==> config.mk <==
export PLATFORM = sky130hd
export DESIGN_NAME = seg_base_track
export DESIGN_NICKNAME = d
export VERILOG_FILES = /design/src/rtl/seg_base_pkg.sv /design/src/rtl/seg_mode_ctl.sv /design/src/rtl/seg_base_slot.sv /design/src/rtl/seg_base_track.sv
export SDC_FILE = /design/constraint.sdc
export NUM_CORES = 2
export LEC_CHECK = 0
export BUFFER_PORTS_ARGS = -buffer_cell sky130_fd_sc_hd__buf_4
export CORE_ASPECT_RATIO = 0.75
export CORE_MARGIN = 4
export CORE_UTILIZATION = 51
export CTS_CLUSTER_SIZE = 12
export DETAILED_ROUTE_END_ITERATION = 10
export PLACE_DENSITY_LB_ADDON = 0.25
export SLEW_MARGIN = 20
export SYNTH_ARGS = -nofsm -noshare
export SYNTH_HDL_FRONTEND = slang
export SYNTH_HIERARCHICAL = 1
export SYNTH_SLANG_ARGS = --single-unit
==> constraint.sdc <==
create_clock -name clk_i -period 2.02 [get_ports clk_i]
set_clock_uncertainty 0.05 [all_clocks]
set_input_delay 0 -clock clk_i [delete_from_list [all_inputs] [get_ports clk_i]]
set_output_delay 0 -clock clk_i [all_outputs]
set_load 0.05 [all_outputs]
==> src/rtl/seg_base_pkg.sv <==
package seg_base_pkg;
  parameter int unsigned BASE_W     = 64;
  parameter int unsigned NUM_SEG    = 8;
  parameter int unsigned NUM_LEGACY = 4;

  // Index order matters: indices below NUM_LEGACY are mode-gated.
  typedef enum logic [2:0] {
    SEG_XS   = 3'd0,
    SEG_CODE = 3'd1,
    SEG_STK  = 3'd2,
    SEG_DAT  = 3'd3,
    SEG_GX1  = 3'd4,
    SEG_GX2  = 3'd5,
    SEG_TSS  = 3'd6,
    SEG_DTAB = 3'd7
  } seg_id_e;
endpackage

==> src/rtl/seg_mode_ctl.sv <==
module seg_mode_ctl (
  input  logic clk_i,
  input  logic rst_ni,
  input  logic attr_we_i,
  input  logic attr_long_i,
  input  logic lma_i,
  output logic long_o,
  output logic enter_o,
  output logic leave_o,
  output logic gate_open_o
);
  logic long_q;
  logic long_nxt;

  assign long_nxt    = attr_we_i ? attr_long_i : long_q;
  assign enter_o     = attr_we_i &  attr_long_i & ~long_q;
  assign leave_o     = attr_we_i & ~attr_long_i &  long_q;
  // Legacy base writes see the attribute value of this same cycle
  assign gate_open_o = ~lma_i | ~long_nxt;
  assign long_o      = long_q;

  always_ff @(posedge clk_i or negedge rst_ni) begin
    if (!rst_ni) long_q <= 1'b0;
    else         long_q <= long_nxt;
  end

  AST_LONG_LOAD: assert property (@(posedge clk_i) disable iff (!rst_ni)
    attr_we_i |=> long_o == $past(attr_long_i));
  AST_LONG_HOLD: assert property (@(posedge clk_i) disable iff (!rst_ni)
    !attr_we_i |=> $stable(long_o));
endmodule

==> src/rtl/seg_base_slot.sv <==
module seg_base_slot #(
  parameter int unsigned BASE_W = 64,
  parameter bit          LEGACY = 1'b1
) (
  input  logic              clk_i,
  input  logic              rst_ni,
  input  logic              wr_i,
  input  logic [BASE_W-1:0] wdata_i,
  input  logic              enter_i,
  input  logic              leave_i,
  input  logic              gate_open_i,
  output logic [BASE_W-1:0] prog_o,
  output logic [BASE_W-1:0] eff_o
);
  logic [BASE_W-1:0] prog_q;

  always_ff @(posedge clk_i or negedge rst_ni) begin
    if (!rst_ni)   prog_q <= '0;
    else if (wr_i) prog_q <= wdata_i;
  end
  assign prog_o = prog_q;

  AST_PROG_WR: assert property (@(posedge clk_i) disable iff (!rst_ni)
    wr_i |=> prog_o == $past(wdata_i));

  if (LEGACY) begin : g_legacy
    logic [BASE_W-1:0] eff_q;
    always_ff @(posedge clk_i or negedge rst_ni) begin
      if (!rst_ni)                 eff_q <= '0;
      else if (wr_i && gate_open_i) eff_q <= wdata_i;
      else if (enter_i)            eff_q <= '0;
      else if (leave_i)            eff_q <= prog_q;
    end
    assign eff_o = eff_q;

    AST_ENTER_ZERO: assert property (@(posedge clk_i) disable iff (!rst_ni)
      enter_i && !(wr_i && gate_open_i) |=> eff_o == '0);
    AST_LEAVE_LOAD: assert property (@(posedge clk_i) disable iff (!rst_ni)
      leave_i && !wr_i |=> eff_o == $past(prog_o));
    AST_GATED_WR: assert property (@(posedge clk_i) disable iff (!rst_ni)
      wr_i && !gate_open_i && !enter_i && !leave_i |=> $stable(eff_o));
    AST_WR_WINS: assert property (@(posedge clk_i) disable iff (!rst_ni)
      wr_i && gate_open_i |=> eff_o == $past(wdata_i));
  end else begin : g_track
    // Effective base is the programmed base; no second register
    assign eff_o = prog_q;
    AST_TRACK: assert property (@(posedge clk_i) disable iff (!rst_ni)
      wr_i |=> eff_o == $past(wdata_i));
  end
endmodule

==> src/rtl/seg_base_track.sv <==
module seg_base_track
  import seg_base_pkg::*;
#(
  parameter  int unsigned BASE_W  = seg_base_pkg::BASE_W,
  parameter  int unsigned NUM_SEG = seg_base_pkg::NUM_SEG,
  parameter  int unsigned NUM_LEG = seg_base_pkg::NUM_LEGACY,
  localparam int unsigned SEL_W   = $clog2(NUM_SEG)
) (
  input  logic                      clk_i,
  input  logic                      rst_ni,
  input  logic                      base_we_i,
  input  logic [SEL_W-1:0]          base_sel_i,
  input  logic [BASE_W-1:0]         base_data_i,
  input  logic                      attr_we_i,
  input  logic                      attr_long_i,
  input  logic                      lma_i,
  input  logic [SEL_W-1:0]          prog_sel_i,
  output logic [BASE_W-1:0]         prog_base_o,
  output logic                      cs_long_o,
  output logic [NUM_SEG*BASE_W-1:0] eff_base_o
);
  logic enter, leave, gate_open;
  logic [BASE_W-1:0] prog_arr [NUM_SEG];

  seg_mode_ctl u_mode (
    .clk_i       (clk_i),
    .rst_ni      (rst_ni),
    .attr_we_i   (attr_we_i),
    .attr_long_i (attr_long_i),
    .lma_i       (lma_i),
    .long_o      (cs_long_o),
    .enter_o     (enter),
    .leave_o     (leave),
    .gate_open_o (gate_open)
  );

  for (genvar i = 0; i < NUM_SEG; i++) begin : g_seg
    logic wr;
    assign wr = base_we_i && (base_sel_i == SEL_W'(i));
    seg_base_slot #(
      .BASE_W (BASE_W),
      .LEGACY (i < NUM_LEG)
    ) u_slot (
      .clk_i       (clk_i),
      .rst_ni      (rst_ni),
      .wr_i        (wr),
      .wdata_i     (base_data_i),
      .enter_i     (enter),
      .leave_i     (leave),
      .gate_open_i (gate_open),
      .prog_o      (prog_arr[i]),
      .eff_o       (eff_base_o[i*BASE_W +: BASE_W])
    );
  end

  always_comb begin
    prog_base_o = '0;
    for (int i = 0; i < NUM_SEG; i++)
      if (prog_sel_i == SEL_W'(i)) prog_base_o = prog_arr[i];
  end

  AST_NO_TOGGLE: assert property (@(posedge clk_i) disable iff (!rst_ni)
    attr_we_i && (attr_long_i == cs_long_o) && !base_we_i |=> $stable(eff_base_o));
  AST_IDLE_HOLD: assert property (@(posedge clk_i) disable iff (!rst_ni)
    !attr_we_i && !base_we_i |=> $stable(eff_base_o));
endmodule

==> metrics.yaml <==
fin_util: 0.632
cts_buffers: 79
min_path_type: "in2reg"
synth_fa_ha_area_frac: 0
cp_max_fo: 23
yosys.area.top_type_share: 0.485
drt_iter0_markers: 2808
synth.area.top_cells: "dfrtp_1 (48%), mux2_4 (9.1%), mux2_2 (7.7%)"
rows: 88
cp_common_cell: "buf_4"
crit_arrival_ps: 1950
drv_slew: 0
rsz0062_at_grt: "true"
violations: "hold timing"
ir_drop_v: 0.000872
synth_simple_gate_area_frac: 0.0571
synth-main-ff-cell: "dfrtp_1"
io_buffers: 652
post-dp-hpwl_um: 89700
ctsLongestPathBuffers: 3
insertion_delay_ps: 630
worstHoldStart: "base_sel_i[0]"
fillers: 5918
r2r_start: "u_mode/long_o$_DFF_PN0_"
tns_ps: 0
synth_cell_types: 36
routed.top_layer: "met5"
post-route-drc-count: 0
path_class: "in2out"
power.leakage_nw: 21.6
synth_area_leader_cell: "dfrtp_1"
drive_gt1_frac: 0.464
fin_crit_ps: 2000
grt.overflow.total: 0
synth.most_common_cell: "dfrtp_1"
cts_tree: "yes"
synth_top_family_by_area: "multiplexers"
setup_viol: 0
clkSinkCount: 769
yosys-top-cells-count: "dfrtp_1 (769), mux2_2 (272), buf_4 (267), mux2_4 (241), nand2_1 (224)"
async_flop_share: 1.00
start_util: 0.515
hold_path_end: "g_seg[6].u_slot/eff_o[61]$_DFFE_PN0P_"
synthCells: 3266
r2r_slack_ps: 100
die_y_um: 250
regArea_mm2: 0.0193
finalWirelength_um: 138000
pin_count: 653
first_pass_iters: 6
grt_pass1_vias: 29700
status: "complete, but fails checks"
wl_per_cell_um: 28.4
wl_met1_um: 58200
hold_depth: 4
ys_seq_area_frac: 0.485
viasPerCell: 6.17
grt_pass1_wl_um: 202000
synth-compound-area-share: 0.141
min_period_over_period: 0.992
ant_nets: 0
gp_congestion: 0.842
worstReg2RegEnd: "g_seg[3].u_slot/eff_o[55]$_DFFE_PN0P_"
crit_required_ps: 1970
maxSlewHeadroom: 0.446
ctsHtreeMaxLevel: 3
antenna_found_initial: 2
reg2reg_depth: 5
via_count: 29900
synth_fp_nets: 3342
finalHoldViolations: 1
tightest_slew_ps: 830
crit_chain: "clkbuf_8, buf_4, buf_4, mux2i_1, or2_2, a21oi_2, o31a_1, buf_6"
cap_violations: 0
area_growth_syn_to_layout_pct: 22.7
die_x_um: 330
die-area_mm2: 0.0824
critPathSlowestCell: "buf_4"
timing.hold.ws_ps: -20.0
clkSlewWorstSetupHoldPaths_ps: 60
coreArea_mm2: 0.0771
synth_xor_xnor_area_share: 0
wl_met3_um: 11800
synth_edf_count: 0
multi_input_area_mm2: 0.0171
cp-end-kind: "output port"
ys_ff_latch: 769
netlist_area_mm2: 0.0397
start_kind: "primary input"
finalNetCount: 3852
dr_wl_met2_um: 62700
synthMuxAreaShare: 0.223
grt_max_degree: 100
cts-root-buf: "clkbuf_16"
p_per_area_mw_per_mm2: 1230
syn-mean-instance-area_um2: 12.2
grt.total_usage: 0.324
yosysWarnings: 6
fmax_mhz: 499
max_stage_delay_ps: 470
[worst max-delay path: cells and delay by family]
family,cells,cell delay (ps)
muxes,1,160
buffers and inverters,4,1110
AOI/OAI and AO/OA,2,350
and+or+nand+nor,1,300
[cell families after synthesis]
kind of cell / count (synthesis)
flops: 769
compound gates: 748
mux: 729
buf+inv: 528
simple gates: 492
[area by class of cell]
| type | count | share of cell area |
|---|---|---|
| flip-flops and latches | 769 | 0.395 |
| repair buffers | 952 | 0.178 |
| well taps | 1035 | 0.0266 |
| clock inverters | 12 | 0.00213 |
| diodes | 2 | 0.000103 |
| clock buffers | 113 | 0.0470 |
| inverters | 4 | 0.000308 |
| multi-input cells | 1970 | 0.351 |
[through the flow]
step | cell area, µm² | power (W) | hold WS [ps] | setup slack (ps) | std cells
after floorplan | 39700 | 0.0381 | -346 | 11.5 | 3266
after global placement | 44500 | 0.0445 | -106 | -205 | 4585
after detailed placement | 44500 | 0.0448 | -98.4 | -246 | 4585
after CTS | 48200 | 0.0595 | 38.1 | -9.77 | 4833
after global routing | 48700 | 0.0617 | 51.3 | -67.1 | 4856
final | 48700 | 0.0598 | -20.0 | 16.5 | 4857
[placed cells by master (no fill, tap or decap), types with 70 or more instances in the layout]
master,instances
a2bb2oi_1,168
buf_12,86
buf_4,724
clkbuf_16,82
dfrtp_1,763
dlygate4sd3_1,70
mux2_2,272
mux2_4,241
mux2i_1,213
nand2_1,219
nand3_1,168
o21ai_0,167
o21ai_2,80
[what timing repair did]
action | in CTS | in global routing
hold endpoints to repair | 1538 | 0
gates cloned | 1 | 0
setup endpoints to repair | 60 | 130
pin swaps | 7 | 35
resized for setup | 52 | 90
setup buffers | 49 | 23
hold buffers | 73 | 0
[sequential cells by signal, summed over array words and instances, names as in the netlist]
name                 flops
g_seg.u_slot/eff_o     512
g_seg.u_slot/prog_o    256
u_mode/long_o            1
[how the worst max path moves through the flow]
stage / from / to / slack, ps
floorplan: g_seg[7].u_slot/eff_o[14]$_DFFE_PN0P_ / prog_base_o[14] / 10
global placement: prog_sel_i[1] / prog_base_o[49] / -210
detailed placement: prog_sel_i[1] / prog_base_o[38] / -250
CTS: g_seg[2].u_slot/prog_o[34]$_DFFE_PN0P_ / prog_base_o[34] / -10
global route: g_seg[2].u_slot/prog_o[24]$_DFFE_PN0P_ / prog_base_o[24] / -70
finish: prog_sel_i[1] / prog_base_o[12] / 20
[power by group]
part           internal [W]  leakage (nW)  switching, W  total (W)
Clock               0.00794          1.18       0.00609     0.0140
Sequential           0.0189          9.30       0.00311     0.0220
Combinational       0.00871          11.1        0.0151     0.0238
Total                0.0355          21.6        0.0243     0.0598
[routing by layer]
layer,vias up,track usage
li1,12600,-
met1,15400,0.457
met2,1641,0.497
met3,280,0.0704
met4,2,0.116
met5,-,0
Note: power is estimated with default switching activity, not from simulation.
